[src/rtl/hz_pkg.sv]
package hz_pkg;
  typedef enum logic [1:0] {
    FWD_RF  = 2'b00,
    FWD_WB  = 2'b01,
    FWD_MEM = 2'b10
  } fwd_sel_e;
endpackage

[src/rtl/hz_ex_forward.sv]
module hz_ex_forward
  import hz_pkg::*;
#(
  parameter int AW = 5
) (
  input  logic          clk,
  input  logic          rst_i,
  input  logic [AW-1:0] src_i,
  input  logic [AW-1:0] mem_dst_i,
  input  logic          mem_we_i,
  input  logic [AW-1:0] wb_dst_i,
  input  logic          wb_we_i,
  output logic [1:0]    sel_o
);
  logic src_live, hit_mem, hit_wb;

  assign src_live = (src_i != '0);
  assign hit_mem  = src_live && mem_we_i && (mem_dst_i == src_i);
  assign hit_wb   = src_live && wb_we_i  && (wb_dst_i  == src_i);

  // the memory stage holds the younger value, so it is checked first
  always_comb begin
    if (hit_mem)     sel_o = FWD_MEM;
    else if (hit_wb) sel_o = FWD_WB;
    else             sel_o = FWD_RF;
  end

  p_zero_src_r3: assert property (@(posedge clk) disable iff (rst_i)
    (src_i == '0) |-> (sel_o == FWD_RF));
  p_legal_sel_r2: assert property (@(posedge clk) disable iff (rst_i)
    sel_o != 2'b11);
  p_wb_only_r2: assert property (@(posedge clk) disable iff (rst_i)
    (sel_o == FWD_WB) |-> !(mem_we_i && mem_dst_i == src_i));
  p_mem_write_r1: assert property (@(posedge clk) disable iff (rst_i)
    (sel_o == FWD_MEM) |-> mem_we_i);
endmodule

[src/rtl/hz_id_forward.sv]
module hz_id_forward #(
  parameter int AW = 5
) (
  input  logic          clk,
  input  logic          rst_i,
  input  logic [AW-1:0] src_i,
  input  logic [AW-1:0] mem_dst_i,
  input  logic          mem_we_i,
  output logic          fwd_o
);
  assign fwd_o = (src_i != '0) && mem_we_i && (mem_dst_i == src_i);

  p_needs_write_r10: assert property (@(posedge clk) disable iff (rst_i)
    fwd_o |-> mem_we_i);
  p_zero_src_r3: assert property (@(posedge clk) disable iff (rst_i)
    (src_i == '0) |-> !fwd_o);
endmodule

[src/rtl/hz_stall_detect.sv]
module hz_stall_detect #(
  parameter int AW = 5
) (
  input  logic          clk,
  input  logic          rst_i,
  input  logic [AW-1:0] id_rs_i,
  input  logic [AW-1:0] id_rt_i,
  input  logic          id_branch_i,
  input  logic [AW-1:0] ex_dst_i,
  input  logic          ex_regwrite_i,
  input  logic          ex_memtoreg_i,
  input  logic [AW-1:0] mem_dst_i,
  input  logic          mem_memtoreg_i,
  output logic          stall_o
);
  logic reads_ex, reads_mem;
  logic load_use, branch_alu, branch_load;

  assign reads_ex  = (ex_dst_i != '0) &&
                     ((id_rs_i == ex_dst_i) || (id_rt_i == ex_dst_i));
  assign reads_mem = (mem_dst_i != '0) &&
                     ((id_rs_i == mem_dst_i) || (id_rt_i == mem_dst_i));

  assign load_use    = ex_memtoreg_i && reads_ex;
  assign branch_alu  = id_branch_i && ex_regwrite_i && reads_ex;
  assign branch_load = id_branch_i && mem_memtoreg_i && reads_mem;

  assign stall_o = load_use || branch_alu || branch_load;

  p_load_use_r5: assert property (@(posedge clk) disable iff (rst_i)
    (ex_memtoreg_i && ex_dst_i != '0 && ex_dst_i == id_rs_i) |-> stall_o);
  p_branch_load_r7: assert property (@(posedge clk) disable iff (rst_i)
    (id_branch_i && mem_memtoreg_i && mem_dst_i != '0 && mem_dst_i == id_rt_i)
      |-> stall_o);
endmodule

[src/rtl/hz_branch_unit.sv]
module hz_branch_unit #(
  parameter int AW = 5
) (
  input  logic          clk,
  input  logic          rst_i,
  input  logic [AW-1:0] id_rs_i,
  input  logic [AW-1:0] id_rt_i,
  input  logic          id_branch_i,
  input  logic [AW-1:0] ex_rs_i,
  input  logic [AW-1:0] ex_rt_i,
  input  logic [AW-1:0] ex_dst_i,
  input  logic          ex_regwrite_i,
  input  logic          ex_memtoreg_i,
  input  logic [AW-1:0] mem_dst_i,
  input  logic          mem_regwrite_i,
  input  logic          mem_memtoreg_i,
  input  logic [AW-1:0] wb_dst_i,
  input  logic          wb_regwrite_i,
  output logic          id_fwd_a_o,
  output logic          id_fwd_b_o,
  output logic [1:0]    ex_fwd_a_o,
  output logic [1:0]    ex_fwd_b_o,
  output logic          stall_pc_o,
  output logic          stall_ifid_o,
  output logic          flush_idex_o
);
  localparam int NSRC = 2;

  logic [AW-1:0] ex_src [NSRC];
  logic [AW-1:0] id_src [NSRC];
  logic [1:0]    ex_sel [NSRC];
  logic          id_sel [NSRC];
  logic          stall;

  assign ex_src[0] = ex_rs_i;
  assign ex_src[1] = ex_rt_i;
  assign id_src[0] = id_rs_i;
  assign id_src[1] = id_rt_i;

  for (genvar g = 0; g < NSRC; g++) begin : g_src
    hz_ex_forward #(.AW(AW)) u_exf (
      .clk(clk), .rst_i(rst_i), .src_i(ex_src[g]),
      .mem_dst_i(mem_dst_i), .mem_we_i(mem_regwrite_i),
      .wb_dst_i(wb_dst_i), .wb_we_i(wb_regwrite_i),
      .sel_o(ex_sel[g])
    );
    hz_id_forward #(.AW(AW)) u_idf (
      .clk(clk), .rst_i(rst_i), .src_i(id_src[g]),
      .mem_dst_i(mem_dst_i), .mem_we_i(mem_regwrite_i),
      .fwd_o(id_sel[g])
    );
  end

  hz_stall_detect #(.AW(AW)) u_stall (
    .clk(clk), .rst_i(rst_i),
    .id_rs_i(id_rs_i), .id_rt_i(id_rt_i), .id_branch_i(id_branch_i),
    .ex_dst_i(ex_dst_i), .ex_regwrite_i(ex_regwrite_i),
    .ex_memtoreg_i(ex_memtoreg_i),
    .mem_dst_i(mem_dst_i), .mem_memtoreg_i(mem_memtoreg_i),
    .stall_o(stall)
  );

  assign ex_fwd_a_o   = ex_sel[0];
  assign ex_fwd_b_o   = ex_sel[1];
  assign id_fwd_a_o   = id_sel[0];
  assign id_fwd_b_o   = id_sel[1];
  assign stall_pc_o   = stall;
  assign stall_ifid_o = stall;
  assign flush_idex_o = stall;

  p_branch_alu_r6: assert property (@(posedge clk) disable iff (rst_i)
    (id_branch_i && ex_regwrite_i && ex_dst_i != '0 && ex_dst_i == id_rs_i)
      |-> (stall_pc_o && flush_idex_o));
  p_quiet_r9: assert property (@(posedge clk) disable iff (rst_i)
    (!id_branch_i && !ex_memtoreg_i) |-> !stall_pc_o);
endmodule

[config.mk]
export PLATFORM = sky130hd
export DESIGN_NAME = hz_branch_unit
export DESIGN_NICKNAME = d
export VERILOG_FILES = /design/src/rtl/hz_pkg.sv /design/src/rtl/hz_ex_forward.sv /design/src/rtl/hz_id_forward.sv /design/src/rtl/hz_stall_detect.sv /design/src/rtl/hz_branch_unit.sv
export SDC_FILE = /design/constraint.sdc
export NUM_CORES = 1
export LEC_CHECK = 0
export CELL_PAD_IN_SITES_DETAIL_PLACEMENT = 0
export CELL_PAD_IN_SITES_GLOBAL_PLACEMENT = 1
export CORE_MARGIN = 2
export CORE_UTILIZATION = 23
export DETAILED_ROUTE_END_ITERATION = 7
export GPL_ROUTABILITY_DRIVEN = 0
export PLACE_DENSITY = 0.88
export SYNTH_ARGS = -nofsm -noshare
export SYNTH_HDL_FRONTEND = slang
export SYNTH_SLANG_ARGS = --single-unit
[constraint.sdc]
create_clock -name vclk -period 1.65
set_input_delay 0.2475 -clock vclk [all_inputs]
set_output_delay 0.2475 -clock vclk [all_outputs]
set_load 0.01 [all_outputs]
Word-level counts from Yosys, hierarchy flattened. Cells that the tools add are included.

Flip-flop bits (word level): 0. Bits of input ports: 43. Output and inout bits: 9. Logic and storage cells: 43.

Equality and inequality tests: 10. Reductions and logical operators: 29. Muxes and demuxes: 4.

Operator list (number): $eq 5x5->1 (10); $reduce_bool 5->1 (6); $logic_and 1x1->1 (19); $logic_or 1x1->1 (4); $mux 2 (2); $mux 1 (2).

Longest topological paths before layout.
Word-level depth: 6. Mapped depth: 7. Gate-level depth less buffers: 5.

Cells and area by module. From an unflattened synthesis, not the netlist that was laid out.

Cells, all modules: 96. Area total of the unflattened synthesis: 718.2 µm².

Modules (own cells, without submodules): hz_ex_forward (cells each 19, times used 2, area each 146.4 µm²); hz_stall_detect (cells each 36, times used 1, area each 270.3 µm²); hz_id_forward (cells each 10, times used 2, area each 70.1 µm²); hz_branch_unit (cells each 2, times used 1, area each 15.0 µm²).

Worst setup path before layout. OpenSTA, ideal clock, no wires.

Path kind: input-to-output. Start: in mem_dst_i[4]. End: out stall_ifid_o. Buffers on the path: 2. Arrival time: 1.428 ns. Path slack: -0.025 ns. Required time: 1.402 ns. Cell stages on the path: 7. Cells stage by stage: clkbuf_1 xnor2_1 nand3_1 nor3_1 o2111ai_1 o31ai_1 buf_4.

Longest elaborated chain between the ends: 5. Elaborated cells between the ends (all ways): 7. Classes of those cells: eq/ne (2); reduce/logical (5).

RTL lines: start: declaration (line hz_branch_unit.sv:14) `input logic [AW-1:0] mem_dst_i,`; $eq 5x5->1 (line hz_stall_detect.sv:22) `((id_rs_i == mem_dst_i) || (id_rt_i == mem_dst_i));`; $logic_or 1x1->1 (line hz_stall_detect.sv:22); $logic_and 1x1->1 (*) (line hz_stall_detect.sv:21) `assign reads_mem = (mem_dst_i != '0) &&`; $logic_and 1x1->1 (*) (line hz_stall_detect.sv:26) `assign branch_load = id_branch_i && mem_memtoreg_i && reads_mem;`; $logic_or 1x1->1 (*) (line hz_stall_detect.sv:28) `assign stall_o = load_use || branch_alu || branch_load;`; end: declaration (line hz_branch_unit.sv:24) `output logic stall_ifid_o,`.

Mark *: on every way between the ends. The rest lies on a longest branch, timed or not.

Worst setup path in the final report.
Start: in ex_rs_i[4]. End: out ex_fwd_a_o[0].

Longest elaborated chain between the ends: 5. Elaborated cells between the ends (all ways): 9. Classes of those cells: eq/ne (2); mux (2); reduce/logical (5).

RTL lines: start: declaration (line hz_branch_unit.sv:9) `input logic [AW-1:0] ex_rs_i,`; $reduce_bool 5->1 (line hz_ex_forward.sv:17) `assign src_live = (src_i != '0);`; $logic_and 1x1->1 (2 in series) (line hz_ex_forward.sv:19) `assign hit_wb = src_live && wb_we_i && (wb_dst_i == src_i);`; $mux 1 (line hz_ex_forward.sv:24) `else if (hit_wb) sel_o = FWD_WB;`; $mux 2 (*) (line hz_ex_forward.sv:23) `if (hit_mem) sel_o = FWD_MEM;`; end: declaration (line hz_branch_unit.sv:21) `output logic [1:0] ex_fwd_a_o,`.

Marked as above.

==> flow_metrics.tcl <==
set metrics [dict create \
    crit_path_frequent_cell "nor4_4" \
    synthCells 83 \
    p_leak_nw 0.638 \
    grt_pass1_wl_um 4380 \
    crit_fanout 2 \
    yosysUniqueCellTypes 20 \
    seq_cells 0 \
    ant_nets 0 \
    arrival_ns 1.61 \
    rsz0062_at_grt "true" \
    overflow 0 \
    wl_met1_um 1020 \
    seq_area_frac_synth 0 \
    dr_wl_met3_um 91 \
    synth_top_area_cell "xnor2_1" \
    diodes 0 \
    seqCellArea_um2 0 \
    tightest_slew_ns 0.261 \
    violations "negative setup slack" \
    core_um2 2710 \
    vias 884 \
    io_pins 52 \
    ys_top_cells_by_count "27 x xnor2_1, 13 x xor2_1, 5 x nor3_1" \
    hpwl_um 2080 \
    hold_path_class "in -> out" \
    maxSlewViolCount 0 \
    outcome "complete, but fails checks" \
    start_util 0.239 \
    finalHoldViolations 0 \
    top_layer "met4" \
    start_kind "input port" \
    clkbuf_count 0 \
    drcViolationCount 0 \
    post-place-ws_ns -0.898 \
    grtUsageTotal 0.164 \
    dieArea_um2 3260 \
    synth_fp_nets 126 \
    wire_per_inst_um 13.5 \
    peakVddDrop_mv 0.128 \
    crit_required_ns 1.40 \
    firstDrtPassIters 4 \
    grt_antenna_before_repair 0 \
    critPathKind "in -> out" \
    port_buffers 50 \
    drt_iter0_markers 10 \
    syn_area_per_cell_um2 7.81 \
    power_mw 0.353 \
    grt_pass1_vias 966 \
    die_w_um 57.1 \
    nFillCells 259 \
    crit_path_end_kind "output pin" \
    ys_top_cells_by_area "xnor2_1 36%, xor2_1 18%, nor4_2 7.7%" \
    synth.top_cell.area_share 0.365 \
    fmax_ghz 0.538 \
    grt_max_degree 6 \
    post-synth-top-count-cell "xnor2_1" \
    relSlewSlack 0.826 \
    finalWorstSetupSlack_ns -0.210 \
    yosys_warnings 0 \
    setup_viol 2 \
    power_density_nw_per_um2 238 \
    drive_above_1_share 0.594 \
    routed_wl_um 2570 \
    via_per_inst 4.63 \
    hold_slack_ns 0.918 \
    dr_wl_met2_um 1420 \
    die_h_um 57.1 \
    rows 19 \
    fin_crit_ns 1.86 \
    area_delta_synth_final_pct 129 \
    syn-cell-area_um2 648 \
    worst_path_max_delay_cell "or4_4" \
    cpPeakStageDelay_ns 0.54 \
    path_cells "buf_6 -> or4_4 -> nor2_4 -> nor4_4 -> buf_4 -> nor4_4 -> buf_2" \
    fin_crit_sh 1.13 \
    maxCapViolations 0 \
    fin_nets 205 \
]
==> cell usage in the layout, fill, tap and decap left out, types with 3 or more instances in the layout <==
master,count
buf_4,34
xnor2_1,19
buf_2,14
buf_6,13
xor2_1,10
clkdlybuf4s50_1,10
xnor2_2,8
clkbuf_2,5
nand4_1,4
nor3_2,4
dlygate4sd2_1,4
xor2_2,3
nor4_4,3
nand2_1,3
nand3_1,3
clkdlybuf4s15_1,3
==> through the flow <==
stage | cell area, um^2 | instances | util | TNS, ns
floorplan | 651 | 83 | - | 0
global placement | 1350 | 183 | 0.497 | -7.13
detailed placement | 1350 | 183 | 0.497 | -7.33
CTS | 1390 | 189 | 0.513 | -0.597
global route | 1480 | 191 | 0.547 | -0.667
finish | 1480 | 191 | 0.547 | -0.373
==> timing repair <==
item                                    in CTS  in global routing
endpoints found under the hold margin        0                  0
gates resized for setup                    143                 39
endpoints found under the setup margin       9                  7
pin swaps                                   23                 28
setup buffers                                6                  3
hold buffers                                 0                  0
==> area by class of cell <==
class,count,area (um^2),area share
multi-input cells,74,739,0.499
well taps,31,38.8,0.0262
repair buffers,86,703,0.475
==> power breakdown <==
part	switching (mW)	leakage, nW	internal, mW
clock network	0	0	0
registers	0	0	0
logic	0.147	0.638	0.206
==> logic make-up (layout without fill, tap and decap cells) <==
family / count (synthesis) / in the layout / synth area share
AO/OA/AOI/OAI: 6 / 6 / 0.0734
XOR/XNOR: 40 / 40 / 0.541
buffers and inverters: 9 / 86 / 0.0792
AND/OR/NAND/NOR: 28 / 28 / 0.307
==> final timing paths <==
path                     from            end  depth (start not counted)
setup / recovery   ex_rs_i[4]  ex_fwd_a_o[0]                          7
hold / removal    ex_dst_i[0]     stall_pc_o                          4
==> worst max-delay path: cells and delay by family <==
family	cells	cell delay (ns)
simple gates	4	0.96
buf+inv	3	0.40
==> routing by layer <==
metal,up-vias,GRT usage
li1,440,-
met4,0,0.0233
met2,22,0.325
met3,4,0.00907
met1,418,0.194
met5,-,0
Note: power is estimated with default switching activity, not from simulation.
